`src/rtl/lsa_pkg.sv`:
```
package lsa_pkg;

   typedef enum logic [1:0] {
      SZ_BYTE = 2'b00,
      SZ_HALF = 2'b01,
      SZ_WORD = 2'b10,
      SZ_RSVD = 2'b11
   } acc_size_e;

endpackage

```
`src/rtl/lsa_align_chk.sv`:
```
module lsa_align_chk
   import lsa_pkg::*;
#(
   parameter int OFS_W = 2
) (
   input  acc_size_e        size,
   input  logic [OFS_W-1:0] ofs,
   output logic             misaligned
);

   always_comb begin
      unique case (size)
         SZ_BYTE: misaligned = 1'b0;
         SZ_HALF: misaligned = ofs[0];
         SZ_WORD: misaligned = |ofs;
         default: misaligned = 1'b1;
      endcase
   end

endmodule

```
`src/rtl/lsa_store_lane.sv`:
```
module lsa_store_lane
   import lsa_pkg::*;
#(
   parameter int LANES = 4,
   localparam int OFS_W = $clog2(LANES),
   localparam int DW    = LANES * 8
) (
   input  acc_size_e        size,
   input  logic [OFS_W-1:0] ofs,
   input  logic [DW-1:0]    src,
   output logic [LANES-1:0] be,
   output logic [DW-1:0]    lane_data
);

   for (genvar i = 0; i < LANES; i++) begin : g_lane
      localparam logic [OFS_W-1:0] LANE_ID = OFS_W'(i);
      localparam int HALF_BYTE = i % 2;

      always_comb begin
         unique case (size)
            SZ_BYTE: begin
               be[i]              = (ofs == LANE_ID);
               lane_data[8*i +: 8] = src[7:0];
            end
            SZ_HALF: begin
               be[i]              = (ofs[OFS_W-1] == LANE_ID[OFS_W-1]);
               lane_data[8*i +: 8] = src[8*HALF_BYTE +: 8];
            end
            SZ_WORD: begin
               be[i]              = 1'b1;
               lane_data[8*i +: 8] = src[8*i +: 8];
            end
            default: begin
               be[i]              = 1'b0;
               lane_data[8*i +: 8] = src[8*i +: 8];
            end
         endcase
      end
   end

endmodule

```
`src/rtl/lsa_load_extract.sv`:
```
module lsa_load_extract
   import lsa_pkg::*;
#(
   parameter int LANES = 4,
   localparam int OFS_W = $clog2(LANES),
   localparam int DW    = LANES * 8
) (
   input  acc_size_e        size,
   input  logic [OFS_W-1:0] ofs,
   input  logic             sext,
   input  logic [DW-1:0]    word,
   output logic [DW-1:0]    result
);

   logic [7:0]  pick_b;
   logic [15:0] pick_h;

   always_comb begin
      pick_b = word[{ofs, 3'b000} +: 8];
      pick_h = word[{ofs[OFS_W-1], 4'b0000} +: 16];
   end

   always_comb begin
      unique case (size)
         SZ_BYTE: result = {{(DW-8){sext & pick_b[7]}}, pick_b};
         SZ_HALF: result = {{(DW-16){sext & pick_h[15]}}, pick_h};
         SZ_WORD: result = word;
         default: result = '0;
      endcase
   end

endmodule

```
`src/rtl/lsu_lane_align.sv`:
```
module lsu_lane_align
   import lsa_pkg::*;
#(
   parameter int ADDR_W      = 32,
   parameter int DATA_W      = 32,
   parameter int PIPE_STAGES = 1,
   localparam int LANES      = DATA_W / 8,
   localparam int OFS_W      = $clog2(LANES)
) (
   input  logic              clk,
   input  logic              rst_n,
   input  logic              req_valid,
   input  logic [1:0]        req_size,
   input  logic              req_signed,
   input  logic [ADDR_W-1:0] req_addr,
   input  logic [DATA_W-1:0] st_data,
   input  logic [DATA_W-1:0] mem_rdata,
   output logic              out_valid,
   output logic [ADDR_W-1:0] mem_addr,
   output logic [LANES-1:0]  mem_be,
   output logic [DATA_W-1:0] mem_wdata,
   output logic [DATA_W-1:0] ld_data,
   output logic              align_fault
);

   if (DATA_W != 32) begin : g_bad_data_w
      $error("lsu_lane_align: DATA_W must be 32");
   end
   if (PIPE_STAGES < 0 || PIPE_STAGES > 1) begin : g_bad_pipe
      $error("lsu_lane_align: PIPE_STAGES must be 0 or 1");
   end
   if (ADDR_W <= OFS_W) begin : g_bad_addr_w
      $error("lsu_lane_align: ADDR_W too small");
   end

   acc_size_e        size_q;
   logic [OFS_W-1:0] ofs;
   logic             mis;
   logic [LANES-1:0] be_raw;
   logic [DATA_W-1:0] wdata_raw;
   logic [DATA_W-1:0] ld_raw;

   assign size_q = acc_size_e'(req_size);
   assign ofs    = req_addr[OFS_W-1:0];

   lsa_align_chk #(.OFS_W(OFS_W)) u_chk (
      .size       (size_q),
      .ofs        (ofs),
      .misaligned (mis)
   );

   lsa_store_lane #(.LANES(LANES)) u_st (
      .size      (size_q),
      .ofs       (ofs),
      .src       (st_data),
      .be        (be_raw),
      .lane_data (wdata_raw)
   );

   lsa_load_extract #(.LANES(LANES)) u_ld (
      .size   (size_q),
      .ofs    (ofs),
      .sext   (req_signed),
      .word   (mem_rdata),
      .result (ld_raw)
   );

   logic              nx_valid;
   logic [ADDR_W-1:0] nx_addr;
   logic [LANES-1:0]  nx_be;
   logic [DATA_W-1:0] nx_wdata;
   logic [DATA_W-1:0] nx_ld;
   logic              nx_fault;

   always_comb begin
      nx_valid = req_valid;
      nx_addr  = {req_addr[ADDR_W-1:OFS_W], {OFS_W{1'b0}}};
      nx_be    = (req_valid && !mis) ? be_raw : '0;
      nx_wdata = wdata_raw;
      nx_ld    = mis ? '0 : ld_raw;
      nx_fault = req_valid & mis;
   end

   if (PIPE_STAGES == 1) begin : g_reg
      always_ff @(posedge clk) begin
         if (!rst_n) begin
            out_valid   <= 1'b0;
            mem_addr    <= '0;
            mem_be      <= '0;
            mem_wdata   <= '0;
            ld_data     <= '0;
            align_fault <= 1'b0;
         end else begin
            out_valid   <= nx_valid;
            mem_addr    <= nx_addr;
            mem_be      <= nx_be;
            mem_wdata   <= nx_wdata;
            ld_data     <= nx_ld;
            align_fault <= nx_fault;
         end
      end


      valid_follow_chk: assert property (@(posedge clk) disable iff (!rst_n)
         $past(rst_n) |-> (out_valid == $past(req_valid)));


      addr_follow_chk: assert property (@(posedge clk) disable iff (!rst_n)
         ($past(rst_n) && out_valid) |-> (mem_addr[ADDR_W-1:OFS_W] == $past(req_addr[ADDR_W-1:OFS_W])));
   end else begin : g_comb
      always_comb begin
         out_valid   = nx_valid;
         mem_addr    = nx_addr;
         mem_be      = nx_be;
         mem_wdata   = nx_wdata;
         ld_data     = nx_ld;
         align_fault = nx_fault;
      end
   end


   fault_no_be_chk: assert property (@(posedge clk) disable iff (!rst_n)
      align_fault |-> (mem_be == '0 && ld_data == '0));


   be_shape_chk: assert property (@(posedge clk) disable iff (!rst_n)
      ($countones(mem_be) != 3));


   idle_quiet_chk: assert property (@(posedge clk) disable iff (!rst_n)
      !out_valid |-> (mem_be == '0 && !align_fault));


   word_addr_chk: assert property (@(posedge clk) disable iff (!rst_n)
      (mem_addr[OFS_W-1:0] == '0));

endmodule

```
`config.mk`:
```
export PLATFORM = sky130hd
export DESIGN_NAME = lsu_lane_align
export DESIGN_NICKNAME = d
export VERILOG_FILES = /design/src/rtl/lsa_pkg.sv /design/src/rtl/lsa_align_chk.sv /design/src/rtl/lsa_store_lane.sv /design/src/rtl/lsa_load_extract.sv /design/src/rtl/lsu_lane_align.sv
export SDC_FILE = /design/constraint.sdc
export NUM_CORES = 1
export LEC_CHECK = 0
export ABC_CLOCK_PERIOD_IN_PS = 1800
export BUFFER_PORTS_ARGS = -buffer_cell sky130_fd_sc_hd__buf_2
export CAP_MARGIN = 40
export CORE_MARGIN = 3
export CORE_UTILIZATION = 42
export CTS_CLUSTER_DIAMETER = 200
export DETAILED_ROUTE_END_ITERATION = 8
export GPL_TIMING_DRIVEN = 0
export PLACE_DENSITY = 0.77
export SLEW_MARGIN = 20
export SYNTH_ARGS = -nofsm -noshare
export SYNTH_HDL_FRONTEND = slang
export SYNTH_SLANG_ARGS = --single-unit
export TNS_END_PERCENT = 5
```
`constraint.sdc`:
```
create_clock -name clk -period 1.8 [get_ports clk]
set_clock_uncertainty 0.15 [all_clocks]
set_input_delay 0.09 -clock clk [delete_from_list [all_inputs] [get_ports clk]]
set_output_delay 0.09 -clock clk [all_outputs]
set_load 0.05 [all_outputs]
```
Word-level counts from Yosys, hierarchy flattened. Cells that the tools add are included.

Input bits: 102. Bits in registers: 102. Output and inout bits: 102. Word-level logic and storage cells: 36.

Shift operators: 2. Equal/unequal tests: 5. Muxes and demuxes: 9. Bitwise gates (word level): 5. Reductions and logical operators: 8.

Operators by type and width (count): $pmux 32 s3 (1); $shiftx 32x6->16 (1); $shiftx 32x6->8 (1); $mux 8 (2); $pmux 8 s2 (1); $pmux 1 s3 (5); $eq 2x2->1 const B (3); $reduce_or 2->1 (3); $eq 2x1->1 const B (2); $logic_not 2->1 (2); $and 1x1->1 (3); $not 1->1 (2); $reduce_and 2->1 (1); $logic_and 1x1->1 (1); $logic_not 1->1 (1).

Longest topological paths before layout. Gate-level depths: netlist (run 1).

Depth after elaboration: 5. Mapped depth: 7. Depth with buffers taken out: 4.

Modules after synthesis. Synthesis (run 1) repeated with hierarchy kept, for this count alone.

Cell total of the unflattened synthesis: 401. Area, all modules: 4130.2 sq um.

By module, submodules not included: lsu_lane_align (cells an instance 217, seq. area each 2001.9 sq um, area an instance 2849.0 sq um, instances 1); lsa_load_extract (cells an instance 117, seq. area each 0.0 sq um, area an instance 757.0 sq um, instances 1); lsa_store_lane (cells an instance 64, seq. area each 0.0 sq um, area an instance 510.5 sq um, instances 1); lsa_align_chk (cells an instance 3, seq. area each 0.0 sq um, area an instance 13.8 sq um, instances 1).

Worst setup path after synthesis (run 1). OpenSTA, ideal clock, no wires.

Kind: in2reg. Start point: in req_addr[0]. End point: reg ld_data[22]. Library setup time: 0.134 ns. Buffers on the path: 3. Setup slack: 0.254 ns. Arrival time: 1.263 ns. Cell stages on the path: 7. Path through: buf_6 -> mux4_2 -> nand3_4 -> and2_4 -> buf_6 -> buf_12 -> a21oi_1.

Word-level cells in the longest chain between the ends: 3.

RTL lines: from (decl) (RTL line lsu_lane_align.sv:15) `input logic [ADDR_W-1:0] req_addr,`; $shiftx 32x6->8 / $reduce_or 2->1 (equally long branches) (RTL line lsa_load_extract.sv:19, lsa_align_chk.sv:15); $and 1x1->1 / $pmux 1 s3 (equally long branches) (RTL line lsa_load_extract.sv:25, lsa_align_chk.sv:12); $pmux 32 s3 / $reduce_or 2->1 (equally long branches); to (signal assigned) (RTL line lsu_lane_align.sv:98) `ld_data <= nx_ld;`; to (decl) (RTL line lsu_lane_align.sv:22) `output logic [DATA_W-1:0] ld_data,`.

Several ways; a longest one is shown, not always the timed one. A chain may end at the register's enable or synchronous reset.

Worst setup path after layout (run 1).
Start point: in mem_rdata[15]. End point: reg ld_data[23].

Word-level cells in the longest chain between the ends: 3.

RTL lines: from (decl) (RTL line lsu_lane_align.sv:17) `input logic [DATA_W-1:0] mem_rdata,`; $shiftx 32x6->16 / $shiftx 32x6->8 (equally long branches) (RTL line lsa_load_extract.sv:20, lsa_load_extract.sv:19); $and 1x1->1, on equally long branches (RTL line lsa_load_extract.sv:26, lsa_load_extract.sv:25); $pmux 32 s3 (*) (RTL line lsa_load_extract.sv:24) `unique case (size)`.

Mark *: on every way between the ends. The rest lies on a longest branch, timed or not.

==> impl_metrics.json, run 1 <==
{
  "tns_ns": 0,
  "syn_inst": 344,
  "final_util": 0.7461,
  "cts_tree": "yes",
  "relSlewSlack": 0.5089,
  "cp-start-kind": "input port",
  "syn_area_mm2": 0.003525,
  "arrival_ns": 1.81,
  "viasPerCell": 4.993,
  "netlist.area_leader.share": 0.5680,
  "synth_async_sr_flop_share": 0,
  "yosysUniqueCellTypes": 36,
  "fp.dieH_um": 97.61,
  "num_vias": 3835,
  "min_period_ns": 1.720,
  "die_w_um": 97.61,
  "yosysWarnings": 0,
  "synth_enable_flop_cells": 0,
  "min_path_cells": 4,
  "hold_path_class": "input port to register",
  "cts-root-buf": "clkbuf_8",
  "rsz0062_at_grt": "false",
  "clk_path_buf_depth": 2,
  "highest_layer": "met4",
  "route.met3.wl_um": 918,
  "nets": 764,
  "grt_use_total": 0.2633,
  "die_area_mm2": 0.009527,
  "antenna_cells": 0,
  "yosysTopAreaCell": "dfxtp_1",
  "required_ns": 1.89,
  "drt_pass1_iterations": 5,
  "portBuffers": 197,
  "fmax_mhz": 581.5,
  "rows": 32,
  "yosys-top-cells-area": "dfxtp_1 57%, and2_1 6.9%, nand2_1 4.8%",
  "cp_max_fo": 10,
  "drc": 0,
  "grt_max_degree": 19,
  "antenna_found_initial": 0,
  "cts.sinks": 100,
  "grt.overflow.total": 0,
  "synth_seq_area_share": 0.5680,
  "antenna_left": 0,
  "cellPowerDensity_mw_per_mm2": 830.8,
  "syn_avg_cell_area_um2": 10.25,
  "slew_violations": 0,
  "max_cap_viol_count": 0,
  "area_growth_pct": 67.80,
  "dp_hpwl_mm": 7.865,
  "initial_core_util": 0.4446,
  "finalHoldViolCount": 0,
  "wl_met1_mm": 4.991,
  "setup_viol": 0,
  "grt_pass1_vias": 3905,
  "wire_per_inst_um": 16.72,
  "drt_iter0_markers": 194,
  "drive_gt1_frac": 0.3634,
  "io-pin-count": 204,
  "cts_buffers": 9,
  "endpoint_kind": "register",
  "wl_mm": 12.84,
  "place_congestion": 0.8822,
  "synthFlopType": "dfxtp_1",
  "cts_htree_levels": 3,
  "met2_length_mm": 6.232,
  "path_clk_slew_ns": 0.10,
  "power.leakage_nw": 2.930,
  "core-area_mm2": 0.007928,
  "status": "finished clean",
  "grt_pass1_wl_mm": 20.05,
  "ys_ff_latch": 100,
  "worst_slew_pin_slew_ns": 0.7339,
  "criticalPathCategory": "input port to register",
  "peakVddDrop_mv": 0.4347,
  "post-route-period-util": 0.9554
}
## final timing paths
| kind | startpoint | endpoint | slack [ns] |
|---|---|---|---|
| hold / removal | req_addr[0] | mem_be[3]$_SDFF_PN0_ | 0.05 |
| setup / recovery | mem_rdata[15] | ld_data[23]$_SDFF_PP0_ | 0.08 |
## metrics by stage
step | area (um2) | setup slack, ns | instances | hold slack [ns] | power, W
detailed placement | 4642 | -0.01299 | 644 | 0.1513 | 0.003399
floorplan | 3528 | 0.2536 | 345 | 0.06171 | 0.003090
CTS | 5904 | 0.02666 | 767 | 0.03129 | 0.004924
finish | 5914 | 0.08021 | 768 | 0.04871 | 0.004914
global placement | 4642 | 0.04408 | 644 | 0.1479 | 0.003385
global route | 5914 | 0.02967 | 768 | 0.08294 | 0.005111
## critical path, stage by stage
cell and delay (ns):
dlygate4sd3_1 0.55, buf_2 0.14, mux4_2 0.49, nand3_4 0.09, and2_4 0.14, buf_6 0.12
buf_12 0.12, a21oi_1 0.06
## cell type report
type | count | area [um2]
multi-input cells | 214 | 1363
flip-flops and latches | 100 | 2002
fillers | 546 | 2013
well taps | 102 | 127.6
clock inverters | 6 | 57.56
plain buffers | 29 | 158.9
repair buffers | 306 | 2074
clock buffers | 9 | 123.9
inverters | 2 | 7.507
## kinds of logic (layout without fill, tap and decap cells)
| group | after synthesis | after routing | share of synthesized area |
|---|---|---|---|
| simple gates | 115 | 115 | 0.1704 |
| flops | 100 | 100 | 0.5680 |
| compound gates | 70 | 70 | 0.1310 |
| buf+inv | 31 | 352 | 0.04650 |
| mux | 26 | 26 | 0.08058 |
| other cells | 1 | 2 | 0.001064 |
| xor+xnor | 1 | 1 | 0.002485 |
## cells in the mapped netlist, types with 2 or more instances
cell type	count
dfxtp_1	100
nand2_1	45
and2_1	39
a21oi_1	30
clkbuf_1	16
mux2i_1	16
a22oi_1	15
nor2b_1	10
mux2_2	9
a21boi_0	8
nand3_1	8
o211a_1	8
buf_2	7
nor2_1	6
o21ai_0	3
buf_4	2
buf_6	2
inv_1	2
## registers in the layout, indices dropped and copies added, names as in the netlist
| register | flops |
|---|---|
| ld_data | 32 |
| mem_addr | 30 |
| align_fault | 1 |
| mem_wdata | 32 |
| mem_be | 4 |
| out_valid | 1 |
## layout by cell type (no fill, tap or decap), types with 10 or more instances in the layout
| cell | count |
|---|---|
| buf_2 | 204 |
| dlygate4sd3_1 | 108 |
| dfxtp_1 | 100 |
| nand2_1 | 45 |
| and2_1 | 39 |
| a21oi_1 | 30 |
| mux2i_1 | 16 |
| a22oi_1 | 15 |
| clkbuf_1 | 14 |
| nor2b_1 | 10 |
## per-layer routing
layer / up-vias / track usage
li1: 1785 / -
met1: 1752 / 0.3010
met2: 237 / 0.4465
met3: 61 / 0.05671
met4: 0 / 0.1608
met5: - / 0
## power breakdown
group | switching (W) | total (W) | internal (W)
Sequential | 0.0000310 | 0.00236 | 0.00233
Clock | 0.000818 | 0.00135 | 0.000528
Combinational | 0.000755 | 0.00121 | 0.000456
Total | 0.00160 | 0.00491 | 0.00331
## timing repair
item                                   in CTS  in global routing
endpoints found under the hold margin     100                  0
setup buffers                               0                  1
setup endpoints to repair                   0                 12
hold buffers                              108                  0
resized for setup                           0                  4
Power figures use the tool's default switching activity.
==> inputs of run 2 (changes only) <==
--- a/config.mk
+++ b/config.mk
@@ -9,11 +9,11 @@
 export BUFFER_PORTS_ARGS = -buffer_cell sky130_fd_sc_hd__buf_2
 export CAP_MARGIN = 40
 export CORE_MARGIN = 3
-export CORE_UTILIZATION = 42
+export CORE_UTILIZATION = 43
 export CTS_CLUSTER_DIAMETER = 200
 export DETAILED_ROUTE_END_ITERATION = 8
 export GPL_TIMING_DRIVEN = 0
-export PLACE_DENSITY = 0.77
+export PLACE_DENSITY = 0.79
 export SLEW_MARGIN = 20
 export SYNTH_ARGS = -nofsm -noshare
 export SYNTH_HDL_FRONTEND = slang
==> run 2 against run 1 <==
  * Clock power hardly changed
  * Global-route usage is 0.78 points higher
  * Via count hardly changed
  * Largest power group unchanged
==> impl_metrics.json, run 2 (same netlist as run 1, synthesis figures left out) <==
{
  "status": "finished clean",
  "viasPerCell": 5.004,
  "core-area_mm2": 0.007848,
  "cp-start-kind": "input port",
  "min_period_ns": 1.793,
  "relSlewSlack": 0.5191,
  "cp_top_family": "buffers and inverters",
  "crit_path_cell_trace": "dlygate4sd3_1 > buf_2 > mux4_2 > nand3_4 > and2_4 > buf_6 > buf_12 > a21oi_1",
  "worst_slack_ns": 0.006988,
  "dpl_cell_area_mm2": 0.004642,
  "finalHoldViolCount": 0,
  "wl_mm": 13.16,
  "grt_max_degree": 19,
  "path_clk_slew_ns": 0.11,
  "cts_buffers": 9,
  "path_buf_inv": 4,
  "cts_htree_levels": 3,
  "die_area_mm2": 0.009319,
  "final_cells": 767,
  "grt_pass1_vias": 3965,
  "wire_per_inst_um": 17.16,
  "dp_slack_ns": -0.03054,
  "worst_slew_pin_slew_ns": 0.7187,
  "required_ns": 1.88,
  "layout_common_cells": "204 x buf_2, 104 x dlygate4sd3_1, 100 x dfxtp_1",
  "fillers": 529,
  "dp_hpwl_mm": 7.950,
  "portBuffers": 197,
  "nets": 760,
  "grt.overflow.total": 0,
  "clk_path_buf_depth": 2,
  "cts-root-buf": "clkbuf_8",
  "area_growth_pct": 67.09,
  "reg_top3": "ld_data (32), mem_wdata (32), mem_addr (30)",
  "cts.sinks": 100,
  "endpoint_kind": "register",
  "place_congestion": 0.8837,
  "startpoint": "mem_rdata[7]",
  "cp-endpoint": "ld_data[24]$_SDFF_PP0_",
  "cellPowerDensity_mw_per_mm2": 839.5,
  "io-pin-count": 204,
  "drive_gt1_frac": 0.3650,
  "cts_tree": "yes",
  "grt_pass1_wl_mm": 19.08,
  "antenna_found_initial": 1,
  "grt_use_total": 0.2711,
  "slew_violations": 0,
  "cp_slowest_stage_delay_ns": 0.53,
  "power.leakage_nw": 2.919,
  "drt_pass1_iterations": 5,
  "arrival_ns": 1.87,
  "fp.dieH_um": 96.54,
  "rows": 32,
  "post_cts_buffers": 0,
  "final_util": 0.7505,
  "setup_viol": 0,
  "dpl.cell_count": 644,
  "criticalPathCategory": "input port to register",
  "hold_path_class": "input port to register",
  "post-route-period-util": 0.9961,
  "fmax_mhz": 557.7,
  "drt_iter0_markers": 145,
  "die_w_um": 96.54,
  "peakVddDrop_mv": 0.6135,
  "cp_max_fo": 10,
  "antenna_left": 0,
  "hold-worst-slack_ns": 0.08064,
  "rsz0062_at_grt": "true",
  "drc": 0,
  "cp.depth": 8,
  "num_vias": 3838,
  "max_cap_viol_count": 0,
  "initial_core_util": 0.4491,
  "slowest_stage": "dlygate4sd3_1",
  "final_common_cell": "buf_2",
  "fin_area_mm2": 0.005889
}
-- run 2: cell count changes in the layout (fill, tap and decap cells not counted) --
cell and delta:
dlygate4sd3_1 -4, clkinv_4 -2, diode_2 +2, buf_4 -1, clkbuf_1 +1, clkinvlp_4 +1, dlymetal6s4s_1 +1, inv_6 +1
nand2_1 -1, nand2_2 +1
-- run 2: worst min path at each step --
stage                                to  slack (ns)          from  cells after the start
2_1_floorplan   mem_wdata[0]$_SDFF_PN0_        0.06    st_data[0]                      1
3_3_place_gp    mem_addr[19]$_SDFF_PN0_        0.15  req_addr[19]                      2
3_5_place_dp    mem_addr[20]$_SDFF_PN0_        0.15  req_addr[20]                      2
4_1_cts        mem_wdata[12]$_SDFF_PN0_        0.07   req_size[0]                      5
5_1_grt        mem_wdata[14]$_SDFF_PN0_        0.11   req_size[0]                      5
6_report       mem_wdata[13]$_SDFF_PN0_        0.08   req_size[0]                      5
-- run 2: power by group --
part           internal (W)  switching, W  leakage, nW
clock network      0.000536      0.000839       0.0913
registers           0.00233     0.0000292        0.826
logic              0.000449      0.000764         2.00
-- run 2: tightest hold or removal path, stage by stage --
cell and delay [ns]:
buf_2 0.08, nor2_1 0.04, buf_2 0.19, nand2_1 0.09, a21boi_0 0.07
-- run 2: cell type report --
class	count	area (um2)	share of cell area
repair buffers	302	2039	0.3463
flip-flops and latches	100	2002	0.3399
multi-input cells	214	1365	0.2318
plain buffers	29	158.9	0.02698
clock buffers	10	127.6	0.02167
well taps	102	127.6	0.02167
clock inverters	6	56.30	0.009560
inverters	2	7.507	0.001275
diodes	2	5.005	0.0008498
-- run 2: routing by layer --
layer  global-route usage  up-vias  share of wire
li1                     -     1781              -
met5                    0        -              0
met1               0.2988     1760           0.37
met4               0.1565        0          0.043
met3              0.07126       56          0.090
met2               0.4690      241           0.50
-- run 2: stage by stage --
| stage | total power, W | TNS (ns) |
|---|---|---|
| floorplan | 0.003090 | 0 |
| global placement | 0.003384 | 0 |
| detailed placement | 0.003399 | -0.1175 |
| CTS | 0.004912 | 0 |
| global route | 0.005123 | -0.005198 |
| finish | 0.004944 | 0 |
-- run 2: repair_timing --
action                                  CTS  global route
gates resized for setup                   0             6
endpoints found under the hold margin   100             0
endpoints found under the setup margin    0            22
hold buffers                            105             0
